### src/rtl/pwr_part_pkg.sv
`timescale 1ns/1ps
package pwr_part_pkg;
  localparam int OFS_TOGGLE  = 'h30;
  localparam int OFS_UNCLAMP = 'h34;
  localparam int OFS_STATUS  = 'h38;
  localparam int START_BIT   = 8;
  localparam int IDX_W       = 8;
endpackage

### src/rtl/pwr_part_dec.sv
`timescale 1ns/1ps
module pwr_part_dec
  import pwr_part_pkg::*;
#(
  parameter int N_PART   = 8,
  parameter int PCIE_IDX = 3,
  parameter int VDEC_IDX = 1,
  parameter int AW       = 8,
  parameter int DW       = 32
) (
  input  logic              wr_en_i,
  input  logic [AW-1:0]     addr_i,
  input  logic [DW-1:0]     wdata_i,
  input  logic [N_PART-1:0] stat_i,
  output logic [N_PART-1:0] tog_o,
  output logic [N_PART-1:0] unclamp_o,
  output logic [DW-1:0]     rdata_o
);
  logic [IDX_W-1:0]  idx_w;
  logic [N_PART-1:0] map_w;
  logic              tog_wr, clr_wr;

  assign idx_w  = wdata_i[IDX_W-1:0];
  assign tog_wr = wr_en_i && (addr_i == AW'(OFS_TOGGLE)) && wdata_i[START_BIT];
  assign clr_wr = wr_en_i && (addr_i == AW'(OFS_UNCLAMP));

  // legacy exchange of two clamp bits
  for (genvar j = 0; j < N_PART; j++) begin : g_map
    localparam int P = (j == PCIE_IDX) ? VDEC_IDX :
                       (j == VDEC_IDX) ? PCIE_IDX : j;
    assign map_w[P] = wdata_i[j];
  end

  for (genvar i = 0; i < N_PART; i++) begin : g_tog
    assign tog_o[i] = tog_wr && (idx_w == IDX_W'(i));
  end

  assign unclamp_o = clr_wr ? map_w : '0;

  always_comb begin
    rdata_o = '0;
    if (addr_i == AW'(OFS_STATUS)) rdata_o[N_PART-1:0] = stat_i;
  end
endmodule

### src/rtl/pwr_part_slot.sv
`timescale 1ns/1ps
module pwr_part_slot #(
  parameter int RAMP_CYC = 12
) (
  input  logic clk_i,
  input  logic rst_ni,
  input  logic tog_i,
  input  logic unclamp_i,
  output logic pwr_en_o,
  output logic stat_o,
  output logic clamp_o
);
  localparam int CNT_W = $clog2(RAMP_CYC + 1);

  logic             tgt_q, stat_q, busy_q, clamp_q;
  logic [CNT_W-1:0] cnt_q;

  always_ff @(posedge clk_i or negedge rst_ni) begin
    if (!rst_ni) begin
      tgt_q   <= 1'b0;
      stat_q  <= 1'b0;
      busy_q  <= 1'b0;
      clamp_q <= 1'b1;
      cnt_q   <= '0;
    end else if (busy_q) begin
      if (cnt_q == '0) begin
        stat_q <= tgt_q;
        busy_q <= 1'b0;
      end else begin
        cnt_q <= cnt_q - CNT_W'(1);
      end
    end else if (tog_i) begin
      tgt_q  <= ~stat_q;
      busy_q <= 1'b1;
      cnt_q  <= CNT_W'(RAMP_CYC - 1);
      if (stat_q) clamp_q <= 1'b1;  // re-isolate on power-down
    end else if (unclamp_i && stat_q) begin
      clamp_q <= 1'b0;
    end
  end

  assign pwr_en_o = tgt_q;
  assign stat_o   = stat_q;
  assign clamp_o  = clamp_q;
endmodule

### src/rtl/pwr_part_ctrl.sv
`timescale 1ns/1ps
module pwr_part_ctrl #(
  parameter int N_PART   = 8,
  parameter int RAMP_CYC = 12,
  parameter int PCIE_IDX = 3,
  parameter int VDEC_IDX = 1,
  parameter int AW       = 8,
  parameter int DW       = 32
) (
  input  logic              clk_i,
  input  logic              rst_ni,
  input  logic              wr_en_i,
  input  logic [AW-1:0]     addr_i,
  input  logic [DW-1:0]     wdata_i,
  output logic [DW-1:0]     rdata_o,
  output logic [N_PART-1:0] pwr_en_o,
  output logic [N_PART-1:0] clamp_o
);
  logic [N_PART-1:0] stat_w, tog_w, unclamp_w;

  pwr_part_dec #(
    .N_PART(N_PART), .PCIE_IDX(PCIE_IDX), .VDEC_IDX(VDEC_IDX), .AW(AW), .DW(DW)
  ) i_dec (
    .wr_en_i  (wr_en_i),
    .addr_i   (addr_i),
    .wdata_i  (wdata_i),
    .stat_i   (stat_w),
    .tog_o    (tog_w),
    .unclamp_o(unclamp_w),
    .rdata_o  (rdata_o)
  );

  for (genvar i = 0; i < N_PART; i++) begin : g_slot
    pwr_part_slot #(.RAMP_CYC(RAMP_CYC)) i_slot (
      .clk_i    (clk_i),
      .rst_ni   (rst_ni),
      .tog_i    (tog_w[i]),
      .unclamp_i(unclamp_w[i]),
      .pwr_en_o (pwr_en_o[i]),
      .stat_o   (stat_w[i]),
      .clamp_o  (clamp_o[i])
    );
  end
endmodule

### config.mk
export PLATFORM = sky130hd
export DESIGN_NAME = pwr_part_ctrl
export DESIGN_NICKNAME = d
export VERILOG_FILES = /design/src/rtl/pwr_part_pkg.sv /design/src/rtl/pwr_part_dec.sv /design/src/rtl/pwr_part_slot.sv /design/src/rtl/pwr_part_ctrl.sv
export SDC_FILE = /design/constraint.sdc
export NUM_CORES = 1
export LEC_CHECK = 0
export ABC_AREA = 1
export ABC_CLOCK_PERIOD_IN_PS = 1530
export BUFFER_PORTS_ARGS = -buffer_cell sky130_fd_sc_hd__buf_2
export CAP_MARGIN = 5
export CORE_MARGIN = 2
export CORE_UTILIZATION = 25
export CTS_CLUSTER_SIZE = 30
export DETAILED_ROUTE_END_ITERATION = 16
export SYNTH_ARGS = -nofsm -noshare
export SYNTH_HDL_FRONTEND = slang
export SYNTH_SLANG_ARGS = --single-unit
### constraint.sdc
create_clock -name clk_i -period 1.53 [get_ports clk_i]
set_input_delay 0.153 -clock clk_i [delete_from_list [all_inputs] [get_ports clk_i]]
set_output_delay 0.153 -clock clk_i [all_outputs]
set_load 0.05 [all_outputs]
### Yosys cells after proc, flatten, opt, wreduce, memory -nomap -nowiden

Cells that the tools add are included.

| word-level totals | value |
|---|---|
| output and inout bits | 48 |
| bits in registers | 64 |
| latch bits | 0 |
| memory bits (read-only) | 0 |
| memories | 0 |
| memory bits (writable) | 0 |

| operators by class | value |
|---|---|
| $lt $le $gt $ge | 0 |
| multiplexer cells | 74 |
| $add $sub $neg | 8 |
| divide/modulo/power cells | 0 |
| bitwise operators | 16 |
| equal/unequal tests | 26 |
| multipliers | 0 |
| shifts and indexed selects | 0 |
| reductions and logical operators | 76 |

Operators with widths:

| operator | count |
|---|---|
| 2-to-1 mux 4 bit | 24 |
| 2-to-1 mux 1 bit | 48 |
| AND reduction 2 bit | 24 |
| == test 8 x 3 -> 1 bit, second input constant | 4 |
| zero test 4 bit | 8 |
| != test 2 bit, second input constant | 16 |
| nonzero test 2 bit | 16 |
| subtractor 4 x 1 -> 4 bit, second input constant | 8 |
| == test 8 x 6 -> 1 bit, second input constant | 3 |
| AND reduction 3 bit | 8 |
| logical AND 1 bit | 19 |
| == test 8 x 2 -> 1 bit, second input constant | 2 |
| 2-to-1 mux 8 bit | 2 |
| inverter 1 bit | 16 |
| == test 8 x 1 -> 1 bit, second input constant | 1 |
| zero test 8 bit | 1 |

### Longest topological paths before layout

Gate-level depths: netlist of the first run.

| logic depth | value |
|---|---|
| depth in word-level cells | 6 |
| mapped depth | 10 |

### Modules after synthesis

A second synthesis of the first run with hierarchy kept.

| second synthesis, totals | value |
|---|---|
| cell total of the unflattened synthesis | 451 |
| area total of the unflattened synthesis | 3,729.8 um^2 |

By module, submodules not included:

| module | seq. area each (um^2) | cells each | instances | area each (um^2) |
|---|---|---|---|---|
| pwr_part_slot | 201.4 | 44 | 8 | 396.6 |
| pwr_part_dec | 0.0 | 99 | 1 | 556.8 |

### Worst setup path before layout of the first run

OpenSTA, ideal clock, no wires.

| timing | value |
|---|---|
| path kind | input to output |
| from | input addr_i[5] |
| to | output rdata_o[0] |
| stages | 4 |
| arrival | 1.303 ns |
| setup slack | 0.074 ns |
| required time | 1.377 ns |
| cell sequence | nand2_1 nor2_2 nand4_1 nor2_1 |

| on the way | value |
|---|---|
| word-level cells in the longest chain between the ends | 2 |

Ends and longest elaborated chain:

| what | line | text |
|---|---|---|
| from (decl) | pwr_part_ctrl.sv:13 | `input logic [AW-1:0] addr_i,` |
| == test 8 x 6 -> 1 bit | pwr_part_dec.sv:42 | `if (addr_i == AW'(OFS_STATUS)) rdata_o[N_PART-1:0] = stat_i;` |
| 2-to-1 mux 8 bit | pwr_part_dec.sv:42 |  |
| to (decl) | pwr_part_ctrl.sv:15 | `output logic [DW-1:0] rdata_o,` |

No other way between the ends.

### Worst setup path in the final report of the first run

| timing | value |
|---|---|
| from | input addr_i[6] |
| to | output rdata_o[2] |

The elaborated chain is that of the path after synthesis.

==> metrics.txt, run 1 <==
total track usage=0.1053; Total Wirelength=7.906 mm; Syn. warnings=0; DR iter-0 viols=146; critical path capture point type=output pin; ys flop type=dfrtp_1; Leak Pwr=2.315 nW; Max-cap violations=0; worst setup path end=rdata_o[2]; Post-synth EDFFs=0; Syn Area/Cell=7.600 um^2; Post-synth ARST share=1.000; Area Overhead vs Synth=15.92%; first-pass detailed-route iteration total=4; leading area contributor after synthesis=dfrtp_1; Critical path origin=addr_i[6]; DR WL/cell=10.98 um; Core Box Area=0.01448 mm^2; reg2reg setup slack=0.16 ns; commonest non-fill, non-tap cell in the layout=nand2_1; vias in the first global route=2,809; fill cell count=1,539; site row count=44; Hold Path Class=in2reg; largest net degree at the start of global routing=65; setup violators final=0; chip width=125.7 um; number of nets still failing antenna checks after routing=0; Die ar.=0.01579 mm^2; H-Tree Depth=3; CTS clk-pin slew, worst paths=0.05 ns; Ports=91; P per Cell Area=914.8 mW/mm^2; total gr overflow=0; via count=2,990; initial antenna violation count=0; most frequent cells in the layout=127 x nand2_1, 75 x inv_1, 61 x nand3_1; Setup WS pre-CTS=0.1050 ns; sequential share of the synthesized area=0.4354; worst setup margin=0.1318 ns; Final Hold Fails=0; total CTS buffers=9; Worst R2R Start=g_slot[3].i_slot.cnt_q[0]$_DFFE_PN0P_; Sink Count=64; critical path arrival=1.25 ns; final core utilization=0.2963; Synth top area share=0.3786; Synth cell types=25; final setup TNS=0 ns; Starting Density=0.2556; insertion delay to the later sink of the worst-skew pair=0.32 ns; Mapped Area=0.003701 mm^2; Worst setup SP type=primary input; DRC viols=0; worst r2r path cells=7; crit-path max FO=8; run status=finished clean; Reg2Reg Capture Point=g_slot[3].i_slot.cnt_q[0]$_DFFE_PN0P_; layout cells sized above 1=0.1698; first-pass GRT wire length=13.44 mm; synthesized flop and latch total=64; routability cong.=0.7609; Min-Delay Path Depth=4; clk buf depth=2; NumNets Final=582; Final min period=1.398 ns; cell count after synthesis=487; height of the die=125.7 um; I/O Buffers=43; CP Class=in2out; critical path required time=1.38 ns; clk_skew=0.005299 ns; DP HPWL=5.918 mm; maximum vdd drop=0.0004907 V; Root Driver=clkbuf_16; n_diodes=0; Pins Over Slew Limit=0; top post-synthesis cells by area=dfrtp_1 38%, nand2_1 13%, nand3_1 8.2%, buf_4 8.1%, inv_1 7.6%; Achievable Freq=715.2 MHz; RSZ-0062 raised after global routing=false; CTS tree=done; fin crit share=0.9139; DR vias/cell=4.153
## how the worst min path moves through the flow
stage / from / end
2_1_floorplan: rst_ni / g_slot[0].i_slot.busy_q$_DFF_PN0_
3_3_place_gp: rst_ni / g_slot[2].i_slot.cnt_q[3]$_DFFE_PN0P_
3_5_place_dp: rst_ni / g_slot[2].i_slot.cnt_q[3]$_DFFE_PN0P_
4_1_cts: wdata_i[4] / g_slot[4].i_slot.clamp_o$_DFFE_PN1P_
5_1_grt: wdata_i[4] / g_slot[4].i_slot.clamp_o$_DFFE_PN1P_
6_report: wdata_i[4] / g_slot[4].i_slot.clamp_o$_DFFE_PN1P_
## state kept, by name, summed over array words and instances (netlist names)
name	flops
g_slot.i_slot.stat_o	8
g_slot.i_slot.clamp_o	8
g_slot.i_slot.busy_q	8
g_slot.i_slot.cnt_q	32
g_slot.i_slot.pwr_en_o	8
## cell usage after synthesis (2+ instances only)
library cell	number
a21oi_1	2
buf_4	40
dfrtp_1	56
dfstp_2	8
ha_1	8
inv_1	75
inv_2	2
nand2_1	128
nand2_2	5
nand3_1	61
nand3_2	5
nand4_1	11
nor2_1	34
nor2_2	5
nor3_1	7
o21ai_0	20
o21ai_1	3
o31ai_1	3
xnor2_1	2
xor2_1	7
## kinds of logic (layout without fill, tap and decap cells)
kind of cell             after synthesis  in the layout  synth area share
other                                  1             24          0.001013
flip-flops                            64             64            0.4354
buffers and inverters                117            143            0.1592
XOR/XNOR                               9              9           0.02130
AO/OA/AOI/OAI                         30             30           0.04361
adder cells (fa/ha/maj)                8              8           0.02705
AND/OR/NAND/NOR                      258            258            0.3124
## final cells by class
cell class	instances	area, um^2	share of cell area
clock buffer	12	236.5	0.05512
clock inverter	4	45.04	0.01050
multi-input combinational	329	1595	0.3718
timing repair buffer	50	282.8	0.06591
sequential	64	1612	0.3756
tap	184	230.2	0.05366
inverter	77	289.0	0.06737
## stage by stage
step	instances	hold WS (ns)	cell area, um^2	power, mW
floorplan	510	-0.1426	3787	1.952
global placement	703	0.1992	3990	1.995
detailed placement	703	0.1994	3990	1.996
CTS	720	0.1076	4282	3.986
global route	720	0.1386	4290	4.081
finish	720	0.1085	4290	3.925
## report_power, final
part | leakage, nW | total [mW] | switching [mW] | internal (mW)
Clock | 0.140 | 1.96 | 0.705 | 1.25
Sequential | 0.787 | 1.70 | 0.00238 | 1.70
Combinational | 1.39 | 0.266 | 0.220 | 0.0466
Total | 2.32 | 3.92 | 0.927 | 3.00
## critical path, stage by stage
cell and delay (ns):
buf_2 0.10, inv_1 0.04, nand2_1 0.05, nor2_2 0.14, nand4_1 0.10, buf_4 0.20, nor2_1 0.15, buf_2 0.29
## metal layers
metal / routed length (um) / global-route usage / vias to the layer above
li1: - / - / 1567
met1: 3905 / 0.1437 / 1353
met2: 3610 / 0.1631 / 66
met3: 358 / 0.03229 / 4
met4: 32 / 0.02745 / 0
met5: 0 / 0 / -
## repair_timing
action,in CTS,in global routing
setup buffers,0,0
hold buffers,1,0
gates resized for setup,0,2
hold endpoints to repair,56,0
endpoints found under the setup margin,0,4
No activity file was read; power rests on OpenSTA's default activity.
==> inputs of run 2 (changes only) <==
- ABC_AREA: 1 -> not set
- BUFFER_PORTS_ARGS: -buffer_cell sky130_fd_sc_hd__buf_2 -> -buffer_cell sky130_fd_sc_hd__buf_4
==> run 2 against run 1 <==
The run now ends with setup timing left. Synthesized cell count down 24%. Register-to-register slack worse by 0.13 ns. Area after synthesis down 4.1%. Global-route usage up 1.3 points. Flip-flop and latch count unchanged. First-iteration DRC count down 45%. Critical path depth down 3. Total power up 3.5%. Critical path type is now in2reg. Critical endpoint is now g_slot[3].i_slot.pwr_en_o$_DFFE_PN0P_. Largest power group unchanged. Highest routed layer unchanged.
==> metrics.txt, run 2 <==
DR vias/cell=4.483 (was 4.153); height of the die=123.2 um (was 125.7 um); Synth top cells by count=56 x dfrtp_1, 40 x buf_4, 35 x inv_1 (was 128 x nand2_1, 75 x inv_1, 61 x nand3_1); setup violators final=28 (was 0); Min-Delay Path Depth=3 (was 4); Biggest register=g_slot.i_slot.cnt_q (unchanged); initial antenna violation count=0 (unchanged); clock power share=0.508 (was 0.499); CTS clk-pin slew, worst paths=0.05 ns (about the same); ys flop type=dfrtp_1 (unchanged); post-layout total power=4.064 mW (was 3.925 mW); Core Box Area=0.01388 mm^2 (was 0.01448 mm^2); total gr overflow=0 (unchanged); Seq pwr share=0.418 (was 0.433); max reg flops=32 (unchanged); GR Layer Usage met1=0.1393 (was 0.1437); RSZ-0062 raised after global routing=true (was false); Total Wirelength=8.614 mm (was 7.906 mm); Psw=0.9383 mW (was 0.9270 mW); most used routing layer=met2 (unchanged); I/O Buffers=43 (unchanged); Pins Over Slew Limit=0 (unchanged); met3 global-route usage=0.04290 (was 0.03229); GRT met2 Usage=0.1951 (was 0.1631); critical path required time=1.74 ns (was 1.38 ns); largest net degree at the start of global routing=33 (was 65); crit-path max FO=4 (was 8); Post-synth ARST share=1.000 (unchanged); critical path arrival=1.95 ns (was 1.25 ns); number of nets still failing antenna checks after routing=0 (unchanged); top-count cell post-synth=dfrtp_1 (was nand2_1); n_diodes=0 (unchanged); Synth top area share=0.3946 (was 0.3786); first-pass GRT wire length=13.70 mm (was 13.44 mm); Leak Pwr=2.266 nW (was 2.315 nW); DR iter-0 viols=81 (was 146); critical path capture point type=flop (was output pin); Syn Area/Cell=9.649 um^2 (was 7.600 um^2); chip width=123.2 um (was 125.7 um); site row count=43 (was 44); Starting Density=0.2558 (was 0.2556); first-pass detailed-route iteration total=4 (unchanged); switching share of power=0.2309 (was 0.2362); most frequent cells in the layout=72 x buf_4, 56 x dfrtp_1, 31 x inv_1 (was 127 x nand2_1, 75 x inv_1, 61 x nand3_1); total track usage=0.1182 (was 0.1053); DRC viols=0 (unchanged); H-Tree Depth=3 (unchanged); fin crit share=1.137 (was 0.9139); Worst setup SP type=primary input (unchanged); fill cell count=1,404 (was 1,539); vias in the first global route=2,939 (was 2,809); Final Hold Fails=0 (unchanged); Hold Path Class=in2reg (unchanged); clk_skew=0.004203 ns (was 0.005299 ns); sequential share of the synthesized area=0.4538 (was 0.4354); NumNets Final=496 (was 582); Area Overhead vs Synth=34.43% (was 15.92%); maximum vdd drop=0.0005281 V (was 0.0004907 V); Max-cap violations=0 (unchanged); run status=complete, but fails checks (was finished clean); combinational power share=0.074 (was 0.068); clk buf depth=2 (unchanged); layout cells sized above 1=0.3756 (was 0.1698); Syn. warnings=0 (unchanged); Die ar.=0.01517 mm^2 (was 0.01579 mm^2); Ports=91 (unchanged); routability cong.=0.8088 (was 0.7609); CP Class=in2reg (was in2out); Synth cell types=53 (was 25); P_int=3.125 mW (was 2.998 mW); Mapped Area=0.003551 mm^2 (was 0.003701 mm^2); Fin Hold WS=0.1275 ns (was 0.1085 ns); leading area contributor after synthesis=dfrtp_1 (unchanged); Root Driver=clkbuf_16 (unchanged); DR WL/cell=13.67 um (was 10.98 um); Achievable Freq=574.8 MHz (was 715.2 MHz); placed cell count=607 (was 703); synthesized flop and latch total=64 (unchanged); Post-synth EDFFs=0 (unchanged); P per Cell Area=851.3 mW/mm^2 (was 914.8 mW/mm^2); insertion delay to the later sink of the worst-skew pair=0.33 ns (was 0.32 ns); commonest non-fill, non-tap cell in the layout=buf_4 (was nand2_1); cell count after synthesis=368 (was 487); CTS tree=done (unchanged); failing checks=setup timing; worst setup margin=-0.2097 ns (was 0.1318 ns); Final min period=1.740 ns (was 1.398 ns); total CTS buffers=9 (unchanged); DP HPWL=6.391 mm (was 5.918 mm); via count=2,824 (was 2,990); Sink Count=64 (unchanged); top post-synthesis cells by area=dfrtp_1 39%, buf_4 8.5%, dfstp_2 5.9%, inv_1 3.7%, nand2_1 3.6% (was dfrtp_1 38%, nand2_1 13%, nand3_1 8.2%, buf_4 8.1%, inv_1 7.6%); worst r2r path cells=6 (was 7); Final Non-Filler Cells=630 (was 720)
## run 2: cells by family after synthesis
logic type	Yosys count	synth area share
mux	13	0.04087
fa+ha+maj	8	0.02819
xor+xnor	11	0.02713
simple gates	124	0.1984
buf+inv	83	0.1325
flops	64	0.4538
compound gates	64	0.1180
other cells	1	0.001056
## run 2: cell type report
type / count / area (um^2) / share of cell area
well taps: 180 / 225.2 / 0.04718
flip-flops and latches: 64 / 1612 / 0.3376
multi-input cells: 244 / 1704 / 0.3570
inverters: 35 / 131.4 / 0.02752
clock buffers: 13 / 260.3 / 0.05452
clock inverters: 3 / 40.04 / 0.008388
repair buffers: 91 / 800.8 / 0.1678
## run 2: power groups by stage
| stage | clock (mW) | sequential (mW) | combinational, mW |
|---|---|---|---|
| final | 2.06 | 1.70 | 0.301 |
| after global routing | 2.17 | 1.70 | 0.322 |
| after CTS | 2.10 | 1.70 | 0.301 |
| after detailed placement | 0 | 1.73 | 0.289 |
| after global placement | 0 | 1.73 | 0.286 |
| after floorplan | 0 | 1.73 | 0.202 |
## run 2: final timing paths
path | slack (ns) | to | from
hold reg to reg | 0.48 | g_slot[2].i_slot.clamp_o$_DFFE_PN1P_ | g_slot[2].i_slot.clamp_o$_DFFE_PN1P_
min in group asynchronous | 0.20 | g_slot[5].i_slot.stat_o$_DFFE_PN0P_ | rst_ni
max in group asynchronous | 0.73 | g_slot[1].i_slot.clamp_o$_DFFE_PN1P_ | rst_ni
setup reg to reg | 0.03 | g_slot[2].i_slot.cnt_q[1]$_DFFE_PN0P_ | g_slot[2].i_slot.cnt_q[0]$_DFFE_PN0P_
setup / recovery | -0.21 | g_slot[3].i_slot.pwr_en_o$_DFFE_PN0P_ | wdata_i[5]
hold / removal | 0.13 | g_slot[0].i_slot.clamp_o$_DFFE_PN1P_ | wdata_i[0]
## run 2: through the flow
| stage | worst slack (ns) | cell area, um^2 | util | setup TNS (ns) |
|---|---|---|---|---|
| 2_1_floorplan | -0.4853 | 3670 | - | -6.096 |
| 3_3_place_gp | -0.6012 | 4199 | 0.3025 | -16.56 |
| 3_5_place_dp | -0.6092 | 4199 | 0.3025 | -17.47 |
| 4_1_cts | -0.2018 | 4679 | 0.3371 | -2.335 |
| 5_1_grt | -0.2112 | 4773 | 0.3439 | -2.888 |
| 6_report | -0.2097 | 4773 | 0.3439 | -2.311 |
## run 2: timing repair
item / CTS / global route
hold endpoints to repair: 57 / 0
gates resized for setup: 48 / 17
hold buffers: 1 / 0
buffers inserted: 3 / 4
pin swaps: 6 / 3
endpoints found under the setup margin: 30 / 43
## run 2: routing by layer
layer  wire, um  vias up
li1           -     1363
met1       3696     1376
met4        208        0
met5          0        -
met3        451       18
met2       4258       67
## run 2: worst max-delay path, cell delays in order
cell	delay (ns)
buf_8	0.10
or4_4	0.53
or3_4	0.38
or4_4	0.47
mux2_4	0.32
==> inputs of run 3 (changes only) <==
- ABC_AREA: not set -> 1
- SLEW_MARGIN: not set -> 20
==> run 3 against run 2 <==
The run now ends clean. Global-route usage fell by 1.2 points. Flip-flop and latch count did not move. Setup slack improved by 0.36 ns. Maximum frequency rose by 26%. Cell area fell by 7.7%. First-iteration DRC count rose by 23%. Clock power barely moved. Critical path depth rose by 2. Sequential power barely moved. Core utilization fell by 4.0 points. Final cell count rose by 14%. Hold slack got worse by 0.049 ns. Largest cell class is now registers. Largest power group unchanged.
==> metrics.txt, run 3 (synthesis gave the netlist of run 1 again) <==
run status=finished clean (was complete, but fails checks); Sink Count=64 (unchanged); CP max stage delay=0.40 ns (was 0.53 ns); P per Cell Area=914.9 mW/mm^2 (was 851.3 mW/mm^2); DR iter-0 viols=100 (was 81); first-pass detailed-route iteration total=4 (unchanged); crit-path leading delay family=flip-flops (was simple AND/OR/NAND/NOR gates); height of the die=125.7 um (was 123.2 um); Psw=0.9305 mW (was 0.9383 mW); Top cell by count, worst path=nand2_1 (was or4_4); via count=3,014 (was 2,824); Worst R2R Start=g_slot[3].i_slot.cnt_q[0]$_DFFE_PN0P_ (was g_slot[2].i_slot.cnt_q[0]$_DFFE_PN0P_); Hold EP=g_slot[4].i_slot.clamp_o$_DFFE_PN1P_ (was g_slot[0].i_slot.clamp_o$_DFFE_PN1P_); Final Non-Filler Cells=719 (was 630); Final Hold Fails=0 (unchanged); combinational power share=0.069 (was 0.074); NumNets Final=581 (was 496); Reg2Reg Capture Point=g_slot[3].i_slot.cnt_q[0]$_DFFE_PN0P_ (was g_slot[2].i_slot.cnt_q[1]$_DFFE_PN0P_); Pins Over Slew Limit=0 (unchanged); I/O Buffers=43 (unchanged); Seq pwr share=0.422 (was 0.418); reg2reg setup slack=0.15 ns (was 0.03 ns); Total Wirelength=8.068 mm (was 8.614 mm); H-Tree Depth=3 (unchanged); worst path bufs/invs=2 (was 1); vias in the first global route=2,752 (was 2,939); number of nets still failing antenna checks after routing=0 (unchanged); DRC viols=0 (unchanged); largest net degree at the start of global routing=40 (was 33); Hold Path Class=in2reg (unchanged); layout cells sized above 1=0.1682 (was 0.3756); first-pass GRT wire length=13.43 mm (was 13.70 mm); total track usage=0.1060 (was 0.1182); critical path arrival=1.64 ns (was 1.95 ns); DR vias/cell=4.192 (was 4.483); Worst path slowest cell=dfrtp_1 (was or4_4); Max-cap violations=0 (unchanged); CTS clk-pin slew, worst paths=0.05 ns (about the same); Fin Hold WS=0.07899 ns (was 0.1275 ns); DP HPWL=6.089 mm (was 6.391 mm); Root Driver=clkbuf_16 (unchanged); worst r2r path cells=7 (was 6); CTS tree=done (unchanged); Leak Pwr=2.347 nW (was 2.266 nW); switching share of power=0.2308 (was 0.2309); fill cell count=1,536 (was 1,404); Min-Delay Path Depth=4 (was 3); Ports=91 (unchanged); critical path required time=1.80 ns (was 1.74 ns); CP Class=reg2reg (was in2reg); Starting Density=0.2556 (was 0.2558); P_int=3.101 mW (was 3.125 mW); Achievable Freq=726.4 MHz (was 574.8 MHz); maximum vdd drop=0.0005798 V (was 0.0005281 V); commonest non-fill, non-tap cell in the layout=nand2_1 (was buf_4); CP cell instances=inv_1, ha_1, a31oi_2, inv_1, nand2_1, nand2_1, nand2_1 (was buf_8, or4_4, or3_4, or4_4, mux2_4); routability cong.=0.8150 (was 0.8088); max reg flops=32 (unchanged); final setup TNS=0 ns (was -2.311 ns); Final min period=1.377 ns (was 1.740 ns); Core Box Area=0.01448 mm^2 (was 0.01388 mm^2); site row count=44 (was 43); Multi-input gate area=0.001593 mm^2 (was 0.001704 mm^2); chip width=125.7 um (was 123.2 um); n_diodes=0 (unchanged); clock power share=0.509 (was 0.508); Die ar.=0.01579 mm^2 (was 0.01517 mm^2); RSZ-0062 raised after global routing=false (was true); Biggest register=g_slot.i_slot.cnt_q (unchanged); clk_skew=0.005180 ns (was 0.004203 ns); total gr overflow=0 (unchanged); insertion delay to the later sink of the worst-skew pair=0.33 ns (about the same); placed cell count=702 (was 607); Worst setup SP type=flop (was primary input); DR WL/cell=11.22 um (was 13.67 um); setup violators final=0 (was 28); Area Overhead vs Synth=19.07% (was 34.43%); crit-path max FO=4 (unchanged); clk buf depth=2 (unchanged); register area=0.001612 mm^2 (unchanged); total CTS buffers=9 (unchanged); most frequent cells in the layout=128 x nand2_1, 75 x inv_1, 61 x nand3_1 (was 72 x buf_4, 56 x dfrtp_1, 31 x inv_1); fin crit share=0.8998 (was 1.137); final core utilization=0.3044 (was 0.3439); Min-Delay Startpoint=wdata_i[4] (was wdata_i[0]); initial antenna violation count=0 (unchanged); critical path capture point type=flop (unchanged)
==> run 3: cell type report <==
class | count | share of cell area
clock buffers | 13 | 0.05906
clock inverters | 3 | 0.009086
inverters | 77 | 0.06559
multi-input cells | 329 | 0.3614
flip-flops and latches | 64 | 0.3657
well taps | 184 | 0.05224
repair buffers | 49 | 0.08688
==> run 3: metrics by stage <==
stage	area, um^2	setup WS, ns	power (mW)
floorplan	3787	0.07379	1.952
detailed placement	4090	0.09091	2.009
CTS	4400	0.1047	4.097
global placement	4090	0.1117	2.008
finish	4407	0.1534	4.032
global route	4407	0.006295	4.187
==> run 3: worst min-delay path, cell delays in order <==
cell and delay (ns):
buf_4 0.09, nand3_1 0.07, nand2_1 0.06, nand2_1 0.04
==> run 3: power groups by stage <==
| stage | Clock [mW] | Combinational (mW) | Sequential [mW] |
|---|---|---|---|
| finish | 2.05 | 0.279 | 1.70 |
| detailed placement | 0 | 0.280 | 1.73 |
| global placement | 0 | 0.279 | 1.73 |
| global route | 2.19 | 0.302 | 1.70 |
| CTS | 2.11 | 0.282 | 1.70 |
| floorplan | 0 | 0.223 | 1.73 |
==> run 3: worst max-delay path by stage <==
stage	slack, ns	to	startpoint	depth (start not counted)
2_1_floorplan	0.07	rdata_o[0]	addr_i[5]	4
6_report	0.15	g_slot[3].i_slot.cnt_q[0]$_DFFE_PN0P_	g_slot[3].i_slot.cnt_q[0]$_DFFE_PN0P_	7
3_5_place_dp	0.09	g_slot[1].i_slot.clamp_o$_DFFE_PN1P_	addr_i[6]	9
3_3_place_gp	0.11	g_slot[5].i_slot.clamp_o$_DFFE_PN1P_	addr_i[6]	9
4_1_cts	0.10	g_slot[3].i_slot.cnt_q[0]$_DFFE_PN0P_	g_slot[3].i_slot.cnt_q[0]$_DFFE_PN0P_	7
5_1_grt	0.006	g_slot[3].i_slot.cnt_q[1]$_DFFE_PN0P_	g_slot[3].i_slot.cnt_q[0]$_DFFE_PN0P_	7
==> run 3: what timing repair did <==
| item | 4_1_cts | 5_1_grt |
|---|---|---|
| setup endpoints to repair | 0 | 3 |
| hold buffers | 1 | 0 |
| gates resized for setup | 0 | 1 |
| buffers inserted | 0 | 0 |
| endpoints found under the hold margin | 21 | 0 |
==> run 3: metal layers <==
layer  track usage  vias to the layer above  share of wire
li1              -                     1564              -
met1        0.1460                     1379           0.50
met4       0.02876                        0          0.011
met3       0.03653                        8          0.043
met5             0                        -              0
met2        0.1590                       63           0.45
